[config.mk]
export PLATFORM = sky130hd
export DESIGN_NAME = supervisor_ctrl
export DESIGN_NICKNAME = d
export VERILOG_FILES = /design/src/rtl/sup_pkg.sv /design/src/rtl/sup_wdi_edge.sv /design/src/rtl/sup_wdog.sv /design/src/rtl/sup_rst_fsm.sv /design/src/rtl/sup_batt_fsm.sv /design/src/rtl/supervisor_ctrl.sv
export SDC_FILE = /design/constraint.sdc
export NUM_CORES = 1
export LEC_CHECK = 0
export CORE_ASPECT_RATIO = 0.75
export CORE_MARGIN = 10
export CORE_UTILIZATION = 42
export CTS_CLUSTER_SIZE = 20
export DETAILED_ROUTE_END_ITERATION = 10
export SYNTH_ARGS = -nofsm -noshare
export SYNTH_HDL_FRONTEND = slang
export SYNTH_HIERARCHICAL = 1
export SYNTH_SLANG_ARGS = --single-unit
[constraint.sdc]
create_clock -name clk -period 2.3 [get_ports clk]
set_input_delay 0.575 -clock clk [delete_from_list [all_inputs] [get_ports clk]]
set_output_delay 0.575 -clock clk [all_outputs]
set_load 0.005 [all_outputs]
[src/rtl/sup_pkg.sv]
package sup_pkg;

    typedef enum logic [1:0] {
        ST_HOLD    = 2'd0,
        ST_STRETCH = 2'd1,
        ST_RUN     = 2'd2
    } rst_state_t;

    typedef enum logic {
        PATH_MAIN = 1'b0,
        PATH_BATT = 1'b1
    } path_state_t;

    function automatic int ms_to_cycles(input int clk_hz, input int ms);
        return (clk_hz / 1000) * ms;
    endfunction

endpackage

[src/rtl/sup_wdi_edge.sv]
module sup_wdi_edge #(
    parameter int STAGES = 2
) (
    input  logic clk,
    input  logic rst_n,
    input  logic wdi,
    output logic wdi_edge
);
    logic [STAGES-1:0] sync_q;
    logic              prev_q;

    for (genvar i = 0; i < STAGES; i++) begin : g_stage
        if (i == 0) begin : g_first
            always_ff @(posedge clk or negedge rst_n) begin
                if (!rst_n) sync_q[0] <= 1'b0;
                else        sync_q[0] <= wdi;
            end
        end else begin : g_next
            always_ff @(posedge clk or negedge rst_n) begin
                if (!rst_n) sync_q[i] <= 1'b0;
                else        sync_q[i] <= sync_q[i-1];
            end
        end
    end

    always_ff @(posedge clk or negedge rst_n) begin
        if (!rst_n) prev_q <= 1'b0;
        else        prev_q <= sync_q[STAGES-1];
    end

    assign wdi_edge = sync_q[STAGES-1] ^ prev_q;

endmodule

[src/rtl/sup_wdog.sv]
module sup_wdog #(
    parameter int WD_CYCLES = 1000
) (
    input  logic clk,
    input  logic rst_n,
    input  logic wdi_edge,
    input  logic hold,
    output logic expire
);
    localparam int CW = $clog2(WD_CYCLES + 1);
    localparam logic [CW-1:0] LAST = CW'(WD_CYCLES - 1);

    logic [CW-1:0] cnt_q;
    logic          clear;

    assign clear = hold | wdi_edge;

    always_ff @(posedge clk or negedge rst_n) begin
        if (!rst_n)             cnt_q <= '0;
        else if (clear)         cnt_q <= '0;
        else if (cnt_q != LAST) cnt_q <= cnt_q + 1'b1;
    end

    assign expire = (cnt_q == LAST) & ~clear;


    wd_count_bound_chk: assert property (@(posedge clk) disable iff (!rst_n)
        cnt_q <= LAST);


    wd_hold_clear_chk: assert property (@(posedge clk) disable iff (!rst_n)
        hold |=> (cnt_q == '0));

endmodule

[src/rtl/sup_rst_fsm.sv]
module sup_rst_fsm
    import sup_pkg::*;
#(
    parameter int PULSE_CYCLES = 100
) (
    input  logic clk,
    input  logic rst_n,
    input  logic vcc_ok,
    input  logic wd_expire,
    output logic rst_active
);
    localparam int PW = $clog2(PULSE_CYCLES + 1);
    localparam logic [PW-1:0] PLAST = PW'(PULSE_CYCLES - 1);

    rst_state_t    state_q, state_d;
    logic [PW-1:0] pcnt_q;

    always_ff @(posedge clk or negedge rst_n) begin
        if (!rst_n) state_q <= ST_HOLD;
        else        state_q <= state_d;
    end

    always_comb begin
        state_d = state_q;
        unique case (state_q)
            ST_HOLD: begin
                if (vcc_ok) state_d = ST_STRETCH;
            end
            ST_STRETCH: begin
                if (!vcc_ok)              state_d = ST_HOLD;
                else if (pcnt_q == PLAST) state_d = ST_RUN;
            end
            ST_RUN: begin
                if (!vcc_ok)        state_d = ST_HOLD;
                else if (wd_expire) state_d = ST_STRETCH;
            end
            default: state_d = ST_HOLD;
        endcase
    end

    always_ff @(posedge clk or negedge rst_n) begin
        if (!rst_n)
            pcnt_q <= '0;
        else if (state_q == ST_STRETCH && state_d == ST_STRETCH)
            pcnt_q <= pcnt_q + 1'b1;
        else
            pcnt_q <= '0;
    end

    always_comb begin
        rst_active = (state_q != ST_RUN);
    end


    hold_on_low_chk: assert property (@(posedge clk) disable iff (!rst_n)
        !vcc_ok |=> (state_q == ST_HOLD));


    wd_to_stretch_chk: assert property (@(posedge clk) disable iff (!rst_n)
        (state_q == ST_RUN && vcc_ok && wd_expire) |=> (state_q == ST_STRETCH));


    stretch_bound_chk: assert property (@(posedge clk) disable iff (!rst_n)
        (state_q == ST_STRETCH) |-> (pcnt_q < PW'(PULSE_CYCLES)));

endmodule

[src/rtl/sup_batt_fsm.sv]
module sup_batt_fsm
    import sup_pkg::*;
(
    input  logic clk,
    input  logic rst_n,
    input  logic vcc_ok,
    input  logic vcc_below_sw,
    input  logic vcc_below_bat,
    output logic bat_sel
);
    path_state_t state_q, state_d;

    always_ff @(posedge clk or negedge rst_n) begin
        if (!rst_n) state_q <= PATH_MAIN;
        else        state_q <= state_d;
    end

    always_comb begin
        state_d = state_q;
        unique case (state_q)
            PATH_MAIN: if (vcc_below_sw && vcc_below_bat) state_d = PATH_BATT;
            PATH_BATT: if (vcc_ok)                        state_d = PATH_MAIN;
            default:   state_d = PATH_MAIN;
        endcase
    end

    always_comb begin
        bat_sel = (state_q == PATH_BATT);
    end


    batt_keep_chk: assert property (@(posedge clk) disable iff (!rst_n)
        (state_q == PATH_BATT && !vcc_ok) |=> (state_q == PATH_BATT));


    main_keep_chk: assert property (@(posedge clk) disable iff (!rst_n)
        (state_q == PATH_MAIN && !(vcc_below_sw && vcc_below_bat)) |=> (state_q == PATH_MAIN));

endmodule

[src/rtl/supervisor_ctrl.sv]
module supervisor_ctrl
    import sup_pkg::*;
#(
    parameter int CLK_HZ       = 100_000_000,
    parameter int WD_MS        = 1600,
    parameter int PULSE_MS     = 200,
    parameter int WD_CYCLES    = ms_to_cycles(CLK_HZ, WD_MS),
    parameter int PULSE_CYCLES = ms_to_cycles(CLK_HZ, PULSE_MS),
    parameter int SYNC_STAGES  = 2,
    parameter bit ACTIVE_HIGH  = 1'b0
) (
    input  logic clk,
    input  logic rst_n,
    input  logic vcc_ok,
    input  logic vcc_below_sw,
    input  logic vcc_below_bat,
    input  logic pfi_low,
    input  logic wdi,
    output logic sup_rst,
    output logic pf_n,
    output logic bat_sel
);
    logic wdi_edge;
    logic wd_expire;
    logic rst_active;

    sup_wdi_edge #(.STAGES(SYNC_STAGES)) u_edge (
        .clk      (clk),
        .rst_n    (rst_n),
        .wdi      (wdi),
        .wdi_edge (wdi_edge)
    );

    sup_wdog #(.WD_CYCLES(WD_CYCLES)) u_wdog (
        .clk      (clk),
        .rst_n    (rst_n),
        .wdi_edge (wdi_edge),
        .hold     (rst_active),
        .expire   (wd_expire)
    );

    sup_rst_fsm #(.PULSE_CYCLES(PULSE_CYCLES)) u_rst (
        .clk        (clk),
        .rst_n      (rst_n),
        .vcc_ok     (vcc_ok),
        .wd_expire  (wd_expire),
        .rst_active (rst_active)
    );

    sup_batt_fsm u_batt (
        .clk           (clk),
        .rst_n         (rst_n),
        .vcc_ok        (vcc_ok),
        .vcc_below_sw  (vcc_below_sw),
        .vcc_below_bat (vcc_below_bat),
        .bat_sel       (bat_sel)
    );

    if (ACTIVE_HIGH) begin : g_pol_hi
        assign sup_rst = rst_active;
    end else begin : g_pol_lo
        assign sup_rst = ~rst_active;
    end

    assign pf_n = ~(pfi_low | vcc_below_sw);


    pf_sense_chk: assert property (@(posedge clk) disable iff (!rst_n)
        pfi_low |-> !pf_n);


    pf_switch_chk: assert property (@(posedge clk) disable iff (!rst_n)
        vcc_below_sw |-> !pf_n);

endmodule

==> impl_metrics.ini, run 1 <==
[status]
status = completed

[timing]
post-route-period-util = 0.9593
worst_slew_pin_slew_ns = 0.7289
aggregate_negative_setup_slack_ns = 0
timing.hold.ws_ns = 0.2954
setup_viol = 0
layout_min_cycle_time_ns = 2.206
max_freq_mhz = 453.3
grt_setup_unrepaired = no
worst_clock_skew_ns = 0.007268
worst_slew_margin_rel = 0.5141
timing_max_transition_violations_final = 0
timing.final.hold_violations = 0

[job]
max_cap_violations = 0

[floorplan]
top_level_ports = 10
die_area_um2 = 11100
fp.dieH_um = 93.79
core-area_um2 = 6929
start_util = 0.4401
die_width_um = 118.4
placement_rows = 26

[finish]
final_net_count = 339
fillers = 645
drive_gt1_frac = 0.1433
antenna_cells = 0
multi_input_area_um2 = 1491
design_area_um2 = 3528
stdcell_count = 433
syn2layout_area_growth_pct = 15.72
final_core_util = 0.5092
seq_area_um2 = 1476

[cts]
clk-insertion-delay-late_ns = 0.34
cts-htree-levels = 3
cts.sink_count = 59
cts_made_buffers = 9
cts_max_path_buffers = 2
worst_setup_hold_path_clk_slew_ns = 0.06
holdBufCountCts = 0
cts_tree = yes
clock_tree.root_cell = sky130_fd_sc_hd__clkbuf_8

[power_and_ir_drop]
p_leak_nw = 1.364
power.density_cell_area_nw_per_um2 = 594.7
vdd.ir_drop.worst_mv = 0.2620

[placed_design]
count_of_input_and_output_buffers = 9
place_hpwl_um = 4407
placedCellCount = 417
place.gp.congestion = 0.7820
place_area_um2 = 3318

[global_route]
grt_antenna_before_repair = 0
grt_max_degree = 34
via_count_of_the_first_global_routing_pass = 2248
global_route_wire_length_before_repair_um = 11070
grt_remaining_overflow = 0
global_route.usage.total = 0.1221

[critical_path]
cpMostUsedCell = sky130_fd_sc_hd__clkdlybuf4s50_1
critical_path.endpoint_type = primary output
critical_path_arrival_ns = 1.63
timing.critical_path.required_ns = 1.73
worst_path_max_delay_cell = sky130_fd_sc_hd__clkdlybuf4s50_1
critical_path.max_stage_delay_ns = 0.51
critPathLaunchType = input port
chain_of_cells_forming_the_critical_path = clkdlybuf4s50_1 > nor2_1 > clkdlybuf4s50_1
crit_fanout = 2
criticalPathCategory = in -> out

[synthesis]
asyncSetResetFlopFracSynth = 1.000
synth.cell_area_um2 = 3049
flip_flop_and_latch_count_after_synthesis = 59
synth_enable_flop_cells = 0
synth_warnings = 6
synth_seq_area_share = 0.4842
syn-mean-instance-area_um2 = 9.965
most_common_flop_cell_mapped_by_yosys = sky130_fd_sc_hd__dfrtp_1
synth_cell_type_count = 51
syn_nets = 315
synthesis.instances = 306

[drt]
met3_wire_length_um = 300
vias = 2398
total_wire_length_after_detailed_routing_um = 6315
route.top_layer_used = met4
firstDrtPassIters = 4
route.layer.met1.wl_um = 3406
via_cell_ratio = 5.538
drt_iter0_markers = 122
detailroute.wirelength.met2_um = 2547
route.detailed.drc = 0
routedWlPerCell_um = 14.58
antenna_violating_nets_post_route = 0

[worst_hold_path]
min_path_type = in -> async
[state kept, by name, summed over array words and instances, names as in the netlist]
signal          cells
u_batt/bat_sel      1
u_edge/prev_q       1
u_edge/sync_q       2
u_rst/pcnt_q       25
u_rst/state_q       2
u_wdog/cnt_q       28
[cell families after synthesis]
family,share of synthesized area
flip-flops,0.4842
AND/OR/NAND/NOR,0.2959
adder cells (fa/ha/maj),0.008205
XOR/XNOR,0.08043
multiplexers,0.003283
buffers and inverters,0.02790
AO/OA/AOI/OAI,0.1001
[metrics by stage]
stage	power (mW)	setup WS, ns
after detailed placement	1.141	0.05629
final	2.098	0.09372
after floorplan	1.088	0.3150
after CTS	2.136	0.07387
after global placement	1.140	0.1178
after global routing	2.186	0.01894
[cell usage after synthesis, drive strengths merged (3+ instances only)]
| master | number | share of area |
|---|---|---|
| nor4 | 4 | 0.010 |
| inv | 5 | 0.0062 |
| or3 | 15 | 0.032 |
| a31oi | 4 | 0.0082 |
| buf | 6 | 0.013 |
| xnor2 | 6 | 0.017 |
| a21oi | 7 | 0.011 |
| nor3 | 19 | 0.034 |
| o31ai | 6 | 0.015 |
| nand2 | 18 | 0.022 |
| xor2 | 22 | 0.063 |
| nand3 | 25 | 0.044 |
| clkbuf | 7 | 0.0090 |
| and4 | 7 | 0.020 |
| or4 | 8 | 0.021 |
| nor2 | 22 | 0.027 |
| nor4b | 3 | 0.013 |
| dfrtp | 59 | 0.48 |
| o21ai | 15 | 0.025 |
| and3 | 7 | 0.016 |
| a211oi | 11 | 0.030 |
| nand4 | 12 | 0.027 |
[worst paths after layout]
path                                        startpoint                           end  slack (ns)  cells past startpoint
hold / removal                                   rst_n    u_rst/pcnt_q[17]$_DFF_PN0_        0.30                      1
min in group clk            u_edge/sync_q[0]$_DFF_PN0_    u_edge/sync_q[1]$_DFF_PN0_        0.35                      0
setup / recovery                          vcc_below_sw                          pf_n        0.09                      3
setup reg to reg           u_wdog/cnt_q[0]$_DFFE_PN0P_    u_rst/state_q[0]$_DFF_PN0_        0.15                      8
hold reg to reg             u_edge/sync_q[0]$_DFF_PN0_    u_edge/sync_q[1]$_DFF_PN0_        0.35                      0
max in group asynchronous                        rst_n  u_wdog/cnt_q[16]$_DFFE_PN0P_        1.40                      2
[routing by layer]
layer / track usage / vias to the layer above
met3: 0.04324 / 9
met1: 0.1708 / 1153
met5: 0 / -
met2: 0.1678 / 45
li1: - / 1191
met4: 0.04564 / 0
[layout by cell type (no fill, tap or decap), types with 2 or more instances in the layout]
master / count
sky130_fd_sc_hd__dfrtp_1: 59
sky130_fd_sc_hd__buf_4: 17
sky130_fd_sc_hd__nor2_1: 22
sky130_fd_sc_hd__nor3_2: 2
sky130_fd_sc_hd__xnor2_1: 6
sky130_fd_sc_hd__a31oi_1: 4
sky130_fd_sc_hd__xor2_1: 22
sky130_fd_sc_hd__and4_1: 7
sky130_fd_sc_hd__nand3_1: 23
sky130_fd_sc_hd__nand3b_1: 2
sky130_fd_sc_hd__nor4_1: 3
sky130_fd_sc_hd__or4_1: 7
sky130_fd_sc_hd__clkbuf_1: 3
sky130_fd_sc_hd__nand3_2: 2
sky130_fd_sc_hd__clkbuf_8: 12
sky130_fd_sc_hd__nand4_1: 11
sky130_fd_sc_hd__nor4b_2: 2
sky130_fd_sc_hd__or3_1: 13
sky130_fd_sc_hd__or3_2: 2
sky130_fd_sc_hd__a211oi_1: 9
sky130_fd_sc_hd__o21ai_1: 4
sky130_fd_sc_hd__nand2b_1: 2
sky130_fd_sc_hd__o21ai_0: 11
sky130_fd_sc_hd__clkdlybuf4s50_1: 8
sky130_fd_sc_hd__inv_1: 5
sky130_fd_sc_hd__nand2_1: 18
sky130_fd_sc_hd__o31ai_1: 6
sky130_fd_sc_hd__a21oi_1: 7
sky130_fd_sc_hd__nor3_1: 17
sky130_fd_sc_hd__and3_1: 5
sky130_fd_sc_hd__a211oi_2: 2
sky130_fd_sc_hd__ha_1: 2
[worst max-delay path: cells and delay by family]
family	cells	cell delay (ns)
buf+inv	2	0.94
simple gates	1	0.12
[final cells by class]
class / count / area share
well taps: 98 / 0.03475
repair buffers: 26 / 0.06028
multi-input cells: 229 / 0.4227
inverters: 5 / 0.005319
clock inverters: 1 / 0.008511
clock buffers: 15 / 0.05000
flip-flops and latches: 59 / 0.4184
[power breakdown]
| part | internal, mW | total [mW] | switching (mW) | leakage (nW) |
|---|---|---|---|---|
| Sequential | 1.05 | 1.05 | 0.00530 | 0.812 |
| Combinational | 0.0280 | 0.0676 | 0.0396 | 0.448 |
| Clock | 0.591 | 0.979 | 0.388 | 0.104 |
| Total | 1.67 | 2.10 | 0.433 | 1.36 |
[repair_timing]
item	in CTS	in global routing
setup buffers	0	0
gates resized for setup	0	1
endpoints found under the setup margin	0	2
Note: power is estimated with default switching activity, not from simulation.
==> run 2: changes to the inputs <==
- ABC_AREA: unset -> 0
- CORE_MARGIN: 10 -> unset
- clock period: 2.3 -> 1.9 ns (I/O delays scaled with it)
==> impl_metrics.ini, run 2 (synthesis results as in run 1) <==
[status]
status = complete, but fails checks
violations = setup timing

[drt]
route.detailed.drc = 0
vias = 2588
antenna_violating_nets_post_route = 0
firstDrtPassIters = 4
via_cell_ratio = 5.437
detailroute.wirelength.met2_um = 3055
drt_iter0_markers = 155
met3_wire_length_um = 202
route.top_layer_used = met4
routedWlPerCell_um = 14.67
route.layer.met1.wl_um = 3680
total_wire_length_after_detailed_routing_um = 6982

[finish]
final_core_util = 0.5789
design_area_um2 = 4011
layout_commonest_cell = sky130_fd_sc_hd__dfrtp_1
final_net_count = 382
biggestRegsByFlops = u_wdog/cnt_q: 28 flops, u_rst/pcnt_q: 25 flops
drive_gt1_frac = 0.3148
max_flop_register = u_wdog/cnt_q
syn2layout_area_growth_pct = 31.56
largest_reg_flops = 28
final_cell_mix = sky130_fd_sc_hd__dfrtp_1 (59), sky130_fd_sc_hd__buf_4 (55), sky130_fd_sc_hd__nand3_1 (23)
antenna_cells = 0
stdcell_count = 476

[worst_hold_path]
min_path_type = in -> async

[timing]
layout_min_cycle_time_ns = 1.954
max_freq_mhz = 511.8
aggregate_negative_setup_slack_ns = -0.09729
grt_setup_unrepaired = yes
setup_ws_ns = -0.05376
worst_slew_margin_rel = 0.6868
setup_viol = 6
timing_max_transition_violations_final = 0
worst_slew_pin_slew_ns = 0.4681
worst_clock_skew_ns = 0.006064
timing.final.hold_violations = 0
post-route-period-util = 1.028

[critical_path]
critical_path_arrival_ns = 2.22
critical_path.endpoint_type = register
criticalPathCategory = reg -> reg
critPathLaunchType = register
crit_fanout = 8
timing.critical_path.required_ns = 2.16

[cts]
cts_max_path_buffers = 2
worst_setup_hold_path_clk_slew_ns = 0.07
cts-htree-levels = 3
holdBufCountCts = 0
cts_tree = yes
cts.sink_count = 59
clock_tree.root_cell = sky130_fd_sc_hd__clkbuf_8
cts_made_buffers = 9
clk-insertion-delay-late_ns = 0.34

[job]
max_cap_violations = 0

[global_route]
global_route.usage.total = 0.2030
grt_remaining_overflow = 0
global_route_wire_length_before_repair_um = 11760
via_count_of_the_first_global_routing_pass = 2473
grt_antenna_before_repair = 0
grt_max_degree = 38

[power_and_ir_drop]
total_power_mw = 2.505
power.density_cell_area_nw_per_um2 = 624.4
p_leak_nw = 1.647
vdd.ir_drop.worst_mv = 0.3436

[floorplan]
start_util = 0.4401
fp.dieH_um = 75.79
die_area_um2 = 7608
top_level_ports = 10
die_width_um = 100.4
core-area_um2 = 6929
placement_rows = 26

[placed_design]
count_of_input_and_output_buffers = 9
place.gp.congestion = 0.8236
place_hpwl_um = 4691
placedCellCount = 450
place_area_um2 = 3590
==> run 2: cell count changes in the layout (fill, tap and decap cells not counted), sizes merged <==
cell and delta:
clkbuf -4, clkdlybuf4s50 -2, dlygate4sd2 +2, clkinv +3
buf +43, clkinvlp +1
==> run 2: area by class of cell <==
type / instances / area (µm²)
fillers: 623 / 2918
multi-input cells: 229 / 1639
flip-flops and latches: 59 / 1476
repair buffers: 69 / 560.5
clock buffers: 11 / 141.4
well taps: 98 / 122.6
clock inverters: 5 / 52.55
inverters: 5 / 18.77
==> run 2: metal layers <==
| metal | global-route usage | up-vias |
|---|---|---|
| met5 | 0 | - |
| met1 | 0.2813 | 1270 |
| met3 | 0.05596 | 5 |
| met4 | 0.06763 | 0 |
| li1 | - | 1278 |
| met2 | 0.3097 | 35 |
==> run 2: worst paths after layout <==
| check | slack, ns | from | end | depth (start not counted) |
|---|---|---|---|---|
| min | 0.07 | rst_n | u_rst/pcnt_q[0]$_DFF_PN0_ | 1 |
| max in group asynchronous | 1.28 | rst_n | u_wdog/cnt_q[14]$_DFFE_PN0P_ | 2 |
| max | -0.05 | u_rst/pcnt_q[1]$_DFF_PN0_ | u_rst/pcnt_q[24]$_DFF_PN0_ | 5 |
| max reg2reg | -0.05 | u_rst/pcnt_q[1]$_DFF_PN0_ | u_rst/pcnt_q[24]$_DFF_PN0_ | 5 |
| min reg2reg | 0.35 | u_edge/sync_q[0]$_DFF_PN0_ | u_edge/sync_q[1]$_DFF_PN0_ | 0 |
| min in group clk | 0.35 | u_edge/sync_q[0]$_DFF_PN0_ | u_edge/sync_q[1]$_DFF_PN0_ | 0 |
==> run 2: report_power, final <==
| part | leakage, nW | total [mW] | internal, mW | switching (mW) |
|---|---|---|---|---|
| Sequential | 0.812 | 1.27 | 1.27 | 0.00576 |
| Combinational | 0.735 | 0.0931 | 0.0389 | 0.0542 |
| Clock | 0.0991 | 1.14 | 0.634 | 0.506 |
==> run 2: through the flow <==
| step | hold slack (ns) | setup WS, ns |
|---|---|---|
| 5_1_grt | 0.08568 | -0.1237 |
| 4_1_cts | 0.07569 | -0.04439 |
| 2_1_floorplan | 0.1794 | -0.02385 |
| 6_report | 0.07206 | -0.05376 |
| 3_3_place_gp | 0.3544 | -0.07040 |
| 3_5_place_dp | 0.3373 | -0.09655 |
==> run 2: critical path: stages, from the launching register on <==
cell	delay [ns]
sky130_fd_sc_hd__dfrtp_1	0.35
sky130_fd_sc_hd__ha_2	0.19
sky130_fd_sc_hd__nand2_2	0.06
sky130_fd_sc_hd__or4b_4	0.58
sky130_fd_sc_hd__or4_1	0.51
sky130_fd_sc_hd__a211oi_2	0.18
==> run 2: repair_timing <==
item | in CTS | in global routing
setup buffers | 5 | 5
endpoints found under the setup margin | 17 | 37
gates cloned | 1 | 0
gates resized for setup | 13 | 23
pin swaps | 4 | 17
